## src/rtl/dma_ag_pkg.sv

```systemverilog
// Package: types and helpers shared by the address generator.
// Assumes the size code is two bits with a power-of-two byte count.
package dma_ag_pkg;

    typedef enum logic [1:0] {
        SZ_BYTE  = 2'b00,
        SZ_HALF  = 2'b01,
        SZ_WORD  = 2'b10,
        SZ_DWORD = 2'b11
    } xfer_size_e;

    // Byte count of one transaction for a size code.
    function automatic logic [3:0] size_bytes(input logic [1:0] code);
        return 4'd1 << code;
    endfunction

    // Low-bit mask that must be zero for alignment to a size code.
    function automatic logic [2:0] size_mask(input logic [1:0] code);
        logic [3:0] b;
        b = size_bytes(code) - 4'd1;
        return b[2:0];
    endfunction

endpackage

```

## src/rtl/dma_ag_param_check.sv

```systemverilog
// Module: combinational validity check of transfer parameters.
// Flags a misaligned stride, misaligned addresses, or an end below the start.
// Assumes ADDR_W and STRIDE_W are at least 3.
module dma_ag_param_check
    import dma_ag_pkg::*;
#(
    parameter int ADDR_W   = 32,
    parameter int STRIDE_W = 12
) (
    input  logic [1:0]          size_code,
    input  logic [STRIDE_W-1:0] stride,
    input  logic [ADDR_W-1:0]   int_start,
    input  logic [ADDR_W-1:0]   int_end,
    input  logic [ADDR_W-1:0]   ext_start,
    output logic                stride_ok,
    output logic                addr_ok,
    output logic                params_ok
);

    logic [2:0] mask;

    // Compare each low-bit field with the size mask and the range order.
    always_comb begin
        mask      = size_mask(size_code);
        stride_ok = (stride[2:0] & mask) == 3'd0;
        addr_ok   = ((int_start[2:0] & mask) == 3'd0) &&
                    ((int_end[2:0]   & mask) == 3'd0) &&
                    ((ext_start[2:0] & mask) == 3'd0) &&
                    (int_end >= int_start);
        params_ok = stride_ok && addr_ok;
    end

endmodule

```

## src/rtl/dma_ag_addr_lane.sv

```systemverilog
// Module: one address register with load and step.
// Load wins over advance; the next-state value is exported for snapshots.
module dma_ag_addr_lane #(
    parameter int ADDR_W = 32
) (
    input  logic              clk,
    input  logic              rst_n,
    input  logic              load,
    input  logic [ADDR_W-1:0] load_val,
    input  logic              adv,
    input  logic [ADDR_W-1:0] step,
    output logic [ADDR_W-1:0] addr_q,
    output logic [ADDR_W-1:0] addr_d
);

    // Select the next address: load, step, or hold.
    always_comb begin
        if (load)     addr_d = load_val;
        else if (adv) addr_d = addr_q + step;
        else          addr_d = addr_q;
    end

    // Register the address.
    always_ff @(posedge clk) begin
        if (!rst_n) addr_q <= '0;
        else        addr_q <= addr_d;
    end

endmodule

```

## src/rtl/dma_ag_ctrl.sv

```systemverilog
// Module: run/idle control of the address generator.
// Accepts a start only while idle, ends on the final beat or on a stop, and
// keeps the done and bad-parameter flags until the next accepted start pulse.
module dma_ag_ctrl (
    input  logic clk,
    input  logic rst_n,
    input  logic cmd_start,
    input  logic cmd_stop,
    input  logic beat_accept,
    input  logic params_ok,
    input  logic at_end,
    output logic load,
    output logic adv,
    output logic stop_take,
    output logic busy,
    output logic done,
    output logic bad_param,
    output logic resume_vld
);

    logic start_take;
    logic finish;

    // Decode this cycle's events from the current state.
    always_comb begin
        start_take = cmd_start && !busy;
        load       = start_take && params_ok;
        finish     = busy && beat_accept && at_end;
        adv        = busy && beat_accept && !at_end;
        stop_take  = busy && cmd_stop && !finish;
    end

    // Update the run state and the status flags.
    always_ff @(posedge clk) begin
        if (!rst_n) begin
            busy       <= 1'b0;
            done       <= 1'b0;
            bad_param  <= 1'b0;
            resume_vld <= 1'b0;
        end else begin
            resume_vld <= stop_take;
            if (start_take) begin
                busy      <= params_ok;
                done      <= 1'b0;
                bad_param <= !params_ok;
            end else if (finish) begin
                busy <= 1'b0;
                done <= 1'b1;
            end else if (stop_take) begin
                busy <= 1'b0;
            end
        end
    end

    // a rejected start never begins a run.
    p_reject_idle_r4: assert property (@(posedge clk) disable iff (!rst_n)
        (cmd_start && !busy && !params_ok) |=> (!busy && bad_param));

    // the final beat ends the run with done set.
    p_finish_done_r8: assert property (@(posedge clk) disable iff (!rst_n)
        (busy && beat_accept && at_end) |=> (!busy && done));

    // a resume pulse lasts one cycle and only while idle.
    p_resume_pulse_r9: assert property (@(posedge clk) disable iff (!rst_n)
        resume_vld |-> (!busy && !$past(resume_vld)));

    // a start during a run leaves it running.
    p_start_ignored_r11: assert property (@(posedge clk) disable iff (!rst_n)
        (busy && cmd_start && !cmd_stop && !beat_accept) |=> busy);

endmodule

```

## src/rtl/dma_addr_gen.sv

```systemverilog
// Module: strided DMA address generator, top level.
// Internal address steps by the transaction size; external address steps by
// the captured stride. Configuration is captured on an accepted start.
// Assumes ADDR_W > STRIDE_W.
module dma_addr_gen
    import dma_ag_pkg::*;
#(
    parameter int ADDR_W   = 32,
    parameter int STRIDE_W = 12
) (
    input  logic                clk,
    input  logic                rst_n,
    input  logic [1:0]          cfg_size,
    input  logic [STRIDE_W-1:0] cfg_stride,
    input  logic                cfg_dir,
    input  logic                cfg_itcm,
    input  logic [ADDR_W-1:0]   int_start,
    input  logic [ADDR_W-1:0]   int_end,
    input  logic [ADDR_W-1:0]   ext_start,
    input  logic                cmd_start,
    input  logic                cmd_stop,
    input  logic                beat_accept,
    output logic                busy,
    output logic [ADDR_W-1:0]   int_addr,
    output logic [ADDR_W-1:0]   ext_addr,
    output logic                xfer_dir,
    output logic                xfer_itcm,
    output logic                done,
    output logic                bad_param,
    output logic                resume_vld,
    output logic [ADDR_W-1:0]   resume_int_addr,
    output logic [ADDR_W-1:0]   resume_ext_addr
);

    localparam int NLANE  = 2;
    localparam int L_INT  = 0;
    localparam int L_EXT  = 1;
    localparam int PAD_SZ = ADDR_W - 4;
    localparam int PAD_ST = ADDR_W - STRIDE_W;

    logic                stride_ok, addr_ok, params_ok;
    logic                load, adv, stop_take, at_end;
    logic [1:0]          size_q;
    logic [STRIDE_W-1:0] stride_q;
    logic [ADDR_W-1:0]   end_q;
    logic [ADDR_W-1:0]   lane_start [NLANE];
    logic [ADDR_W-1:0]   lane_step  [NLANE];
    logic [ADDR_W-1:0]   lane_q     [NLANE];
    logic [ADDR_W-1:0]   lane_d     [NLANE];

    dma_ag_param_check #(.ADDR_W(ADDR_W), .STRIDE_W(STRIDE_W)) u_check (
        .size_code (cfg_size),
        .stride    (cfg_stride),
        .int_start (int_start),
        .int_end   (int_end),
        .ext_start (ext_start),
        .stride_ok (stride_ok),
        .addr_ok   (addr_ok),
        .params_ok (params_ok)
    );

    dma_ag_ctrl u_ctrl (
        .clk         (clk),
        .rst_n       (rst_n),
        .cmd_start   (cmd_start),
        .cmd_stop    (cmd_stop),
        .beat_accept (beat_accept),
        .params_ok   (params_ok),
        .at_end      (at_end),
        .load        (load),
        .adv         (adv),
        .stop_take   (stop_take),
        .busy        (busy),
        .done        (done),
        .bad_param   (bad_param),
        .resume_vld  (resume_vld)
    );

    // Capture the transfer configuration on an accepted start.
    always_ff @(posedge clk) begin
        if (!rst_n) begin
            size_q    <= SZ_BYTE;
            stride_q  <= '0;
            end_q     <= '0;
            xfer_dir  <= 1'b0;
            xfer_itcm <= 1'b0;
        end else if (load) begin
            size_q    <= cfg_size;
            stride_q  <= cfg_stride;
            end_q     <= int_end;
            xfer_dir  <= cfg_dir;
            xfer_itcm <= cfg_itcm;
        end
    end

    // Per-lane start value and step size.
    always_comb begin
        lane_start[L_INT] = int_start;
        lane_start[L_EXT] = ext_start;
        lane_step[L_INT]  = {{PAD_SZ{1'b0}}, size_bytes(size_q)};
        lane_step[L_EXT]  = {{PAD_ST{1'b0}}, stride_q};
    end

    for (genvar g = 0; g < NLANE; g++) begin : g_lane
        dma_ag_addr_lane #(.ADDR_W(ADDR_W)) u_lane (
            .clk      (clk),
            .rst_n    (rst_n),
            .load     (load),
            .load_val (lane_start[g]),
            .adv      (adv),
            .step     (lane_step[g]),
            .addr_q   (lane_q[g]),
            .addr_d   (lane_d[g])
        );
    end

    assign int_addr = lane_q[L_INT];
    assign ext_addr = lane_q[L_EXT];
    assign at_end   = (lane_q[L_INT] == end_q);

    // Snapshot the next untaken beat's addresses on a stop.
    always_ff @(posedge clk) begin
        if (!rst_n) begin
            resume_int_addr <= '0;
            resume_ext_addr <= '0;
        end else if (stop_take) begin
            resume_int_addr <= lane_d[L_INT];
            resume_ext_addr <= lane_d[L_EXT];
        end
    end

    // internal address moves by the captured size on a non-final beat.
    p_int_step_r2: assert property (@(posedge clk) disable iff (!rst_n)
        (busy && beat_accept && !at_end && !cmd_start) |=>
        (int_addr == $past(int_addr) + {{PAD_SZ{1'b0}}, size_bytes($past(size_q))}));

    // a zero stride keeps the external address fixed.
    p_ext_hold_r3: assert property (@(posedge clk) disable iff (!rst_n)
        (busy && beat_accept && stride_q == '0) |=> $stable(ext_addr));

    // no accept, no movement.
    p_hold_no_accept_r7: assert property (@(posedge clk) disable iff (!rst_n)
        (busy && !beat_accept) |=> ($stable(int_addr) && $stable(ext_addr)));

    // captured direction and target stay fixed during a run.
    p_cfg_stable_r10: assert property (@(posedge clk) disable iff (!rst_n)
        (busy && $past(busy)) |-> ($stable(xfer_dir) && $stable(xfer_itcm)));

endmodule

```

## config.mk

```make
export PLATFORM = sky130hd
export DESIGN_NAME = dma_addr_gen
export DESIGN_NICKNAME = d
export VERILOG_FILES = /design/src/rtl/dma_ag_pkg.sv /design/src/rtl/dma_ag_param_check.sv /design/src/rtl/dma_ag_addr_lane.sv /design/src/rtl/dma_ag_ctrl.sv /design/src/rtl/dma_addr_gen.sv
export SDC_FILE = /design/constraint.sdc
export NUM_CORES = 1
export LEC_CHECK = 0
export CAP_MARGIN = 20
export CORE_MARGIN = 2
export CORE_UTILIZATION = 53
export DETAILED_ROUTE_END_ITERATION = 6
export GPL_TIMING_DRIVEN = 0
export PLACE_DENSITY = 0.87
export SLEW_MARGIN = 20
export SYNTH_ARGS = -nofsm -noshare
export SYNTH_HDL_FRONTEND = slang
export SYNTH_SLANG_ARGS = --single-unit
```

## constraint.sdc

```tcl
create_clock -name clk -period 5.8 [get_ports clk]
set_clock_uncertainty 0.1 [all_clocks]
set_input_delay 0.87 -clock clk [delete_from_list [all_inputs] [get_ports clk]]
set_output_delay 0.87 -clock clk [all_outputs]
set_load 0.03 [all_outputs]
```

==> summary.md <==
The run finished with clean final reports. The number of global-route vias before repair was 8925; the final setup violation count was 0. The die covers 18460 µm².

The cell area that synthesis handed to floorplanning was 9216 µm². The final layout contains routed wiring with a total length of 32.51 mm. Compared with the post-synthesis result, the final layout area differs by 36.37%.

After clock tree synthesis, the clock-pin slew on the worst setup and hold paths is 70 ps. The smallest clock period supported by the final layout is computed as 4229 ps. The number of vias per cell is 6.063. The horizontal die dimension was 135.9 µm. The path type of the worst min-delay path was register to register. Yosys attributes the largest share of cell area to dfxtp_1 39%, ha_1 6.5%, mux2i_1 5.3%.

The number of enable flip-flop cells after synthesis was 0; the global-route wire length before repair was 49.11 mm. Endpoint class of the critical path: a register. In the final layout, the multi-input gates occupy 5119 µm².

The tools report the count of clock tree sinks as 180. Die extent in y: 135.9 µm. Clock latency on the worst-skew pair, taken at its later pin, is 430 ps.

The root buffer cell chosen for the clock tree is clkbuf_16. The leading area contributor after synthesis was dfxtp_1. For the number of pins exceeding their max-slew limit in the final report, the log shows 0. Yosys printed 0 warnings.

At the placement stage, the worst setup path has a slack of 1255 ps. The logs give 0 for the global route total overflow and 251 for the I/O pin count. The net count of the finished layout is 1493, and the initial standard-cell utilization of the core is 53.66%. Number of register bits inferred by synthesis: 180. Among all flip-flop cells after synthesis, the most frequent one is dfxtp_1.

The worst setup path is launched from a primary input. Of the available clock period, the critical path in the final layout requires 72.92%. The logs give 11990 µm² for the post-place instance area and 6060 ps for the data required time at the worst endpoint. Total power: 2.934 mW. The commonest cells after synthesis are 180 x dfxtp_1, 112 x nor2_1, 90 x o21ai_0, 74 x a21oi_1, 56 x nand2_1. For this run, the detailed router's first-pass iteration total came to 6. Dividing the detail-routed wire length by the instance count gives 20.78 µm. The largest net degree at the start of global routing is 17. Most instantiated library cell after synthesis: dfxtp_1. For this design the ratio of total power to cell area is 233.5 nW/µm². Setup repair after global routing left no endpoint under its margin. The run gives 0 as the antenna violation net count after detailed routing. The finished cells cover 12570 µm². The maximum buffer depth of the clock tree is 2, and the post-synth net total is 1225. Remaining max-slew budget at the tightest pin: 29.25%. The critical path class was primary input to register. TritonCTS built the clock tree. The total CTS buffers was 17; the worst IR drop on VDD was 0.2292 mV. After filler insertion, the fill cell instance count of the layout stands at 1324.

The number of antenna violations at the first check in global routing came out at 0. For the number of library cell types mapped by synthesis, the log shows 69. The largest fanout on the critical path is 10, and the number of cells produced by synthesis is 1058. The count of buffers from port buffering was 249; the slack of the critical path was 1571 ps.

Number of buffers inserted by post-CTS setup repair: 0. The run gives 39.10% as the register area share after synthesis. In the routed design, unresolved DRC markers number 0.

The sequential cells in the finished layout cover a total of 3603 µm². The average size of a mapped cell is 8.711 µm², and the highest attainable clock frequency is 236.5 MHz. The endpoint arrival time on the critical path was 4490 ps; the share of cells above drive strength 1 was 5.676%. For the total number of H-tree levels, the log shows 4.

In this run, the number of DRC markers left after iteration 0 of detailed routing was 928. The logs give 17180 µm² for the placeable core area and 9482 for the via count. Sum of net half-perimeters after detailed placement: 25.24 mm. After synthesis, the largest area contributor takes up 39.10% of total cell area.

The run gives 0 as the post-cts repair resize count. In the final timing run, aggregate negative setup slack is 0 ps. At the end of routability-driven placement, the weighted congestion stood at 0.9361.

The number of diodes added for antenna fixing came out at 0. The run gives 0 as the reported max-cap violation count. After synthesis, the share of flip-flops with an asynchronous set or reset is 0%. The logs give 48 for the row count and 34.90% for the total routing usage reported by global routing. For flop-to-flop paths, the worst setup slack is 2400 ps. The tools report the number of failing hold endpoints at the final stage as 0. The transition at the pin with the smallest max-transition slack came out at 1035 ps. The worst hold margin was 364.0 ps; the leakage power was 4.829 nW.

Total of hold buffers inserted after clock tree synthesis: 0.
==> worst max-delay path, stage by stage <==
cell and delay [ps]:
clkdlybuf4s50_1 530, inv_1 60, ha_1 260, nand2b_1 150
a2111oi_0 920, or4b_1 250, nand3_1 140, a41oi_2 430
clkbuf_1 520, o21ai_0 210, a21oi_1 160
==> layer usage <==
| metal | GRT usage [%] | vias up | wire length, µm | share of wire [%] |
|---|---|---|---|---|
| li1 | - | 4314 | - | - |
| met1 | 45.51 | 4432 | 12880 | 40 |
| met2 | 55.81 | 630 | 14710 | 45 |
| met3 | 8.315 | 106 | 3672 | 11 |
| met4 | 14.12 | 0 | 1239 | 3.8 |
| met5 | 0 | - | 0 | 0 |
==> worst paths after layout <==
check / endpoint / startpoint / depth (start not counted)
worst max-delay path: g_lane[0].u_lane.addr_q[31] / int_end[0] / 11
worst min-delay path: resume_ext_addr[6] / resume_ext_addr[6] / 2
worst max register to register: resume_int_addr[28] / size_q[1] / 12
worst min register to register: resume_ext_addr[6] / resume_ext_addr[6] / 2
==> sequential cells by signal, indices dropped and copies added, names as in the netlist <==
signal                flops
g_lane.u_lane.addr_q     64
end_q                    32
resume_ext_addr          32
resume_int_addr          32
stride_q                 12
size_q                    2
u_ctrl.bad_param          1
u_ctrl.busy               1
u_ctrl.done               1
u_ctrl.resume_vld         1
xfer_dir                  1
xfer_itcm                 1
==> metrics by stage <==
step,instances,utilization (%)
2_1_floorplan,1058,-
3_3_place_gp,1532,69.81
3_5_place_dp,1532,69.81
4_1_cts,1564,73.17
5_1_grt,1564,73.17
6_report,1564,73.17
==> kinds of logic (layout without fill, tap and decap cells) <==
family	after synthesis	after routing	synth area share, %
AOI/OAI and AO/OA	280	280	19.43
buffers and inverters	111	392	5.362
muxes	50	50	5.444
DFF	180	180	39.10
and+or+nand+nor	306	306	16.02
xor gates and xnor gates	81	81	7.698
adders and majority gates	50	50	6.951
==> layout make-up <==
cell class | instances | share of cell area [%]
buffer | 62 | 2.469
clock buffer | 22 | 3.853
clock inverter | 10 | 0.7466
inverter | 49 | 1.463
multi-input combinational | 767 | 40.73
sequential | 180 | 28.67
tap | 225 | 2.240
timing repair buffer | 249 | 19.83
==> layout by cell type (no fill, tap or decap), types with 8 or more instances in the layout <==
cell type        count
clkdlybuf4s50_1    249
dfxtp_1            180
nor2_1             112
o21ai_0             90
a21oi_1             74
nand2_1             56
mux2i_1             49
ha_1                48
inv_1               47
xor2_1              45
a211oi_1            43
clkbuf_1            36
xnor2_1             36
nand3_1             34
nor3_1              23
nor4_1              20
buf_2               17
clkbuf_16           17
nand4_1             12
and3_1              10
o2bb2ai_1            9
a31oi_1              8
==> report_power, final <==
part           total, mW  internal [mW]  switching, mW
combinational      0.479          0.204          0.275
sequential          1.31           1.27         0.0405
clock               1.15          0.641          0.504
total               2.93           2.12          0.819
Power figures use the tool's default switching activity.
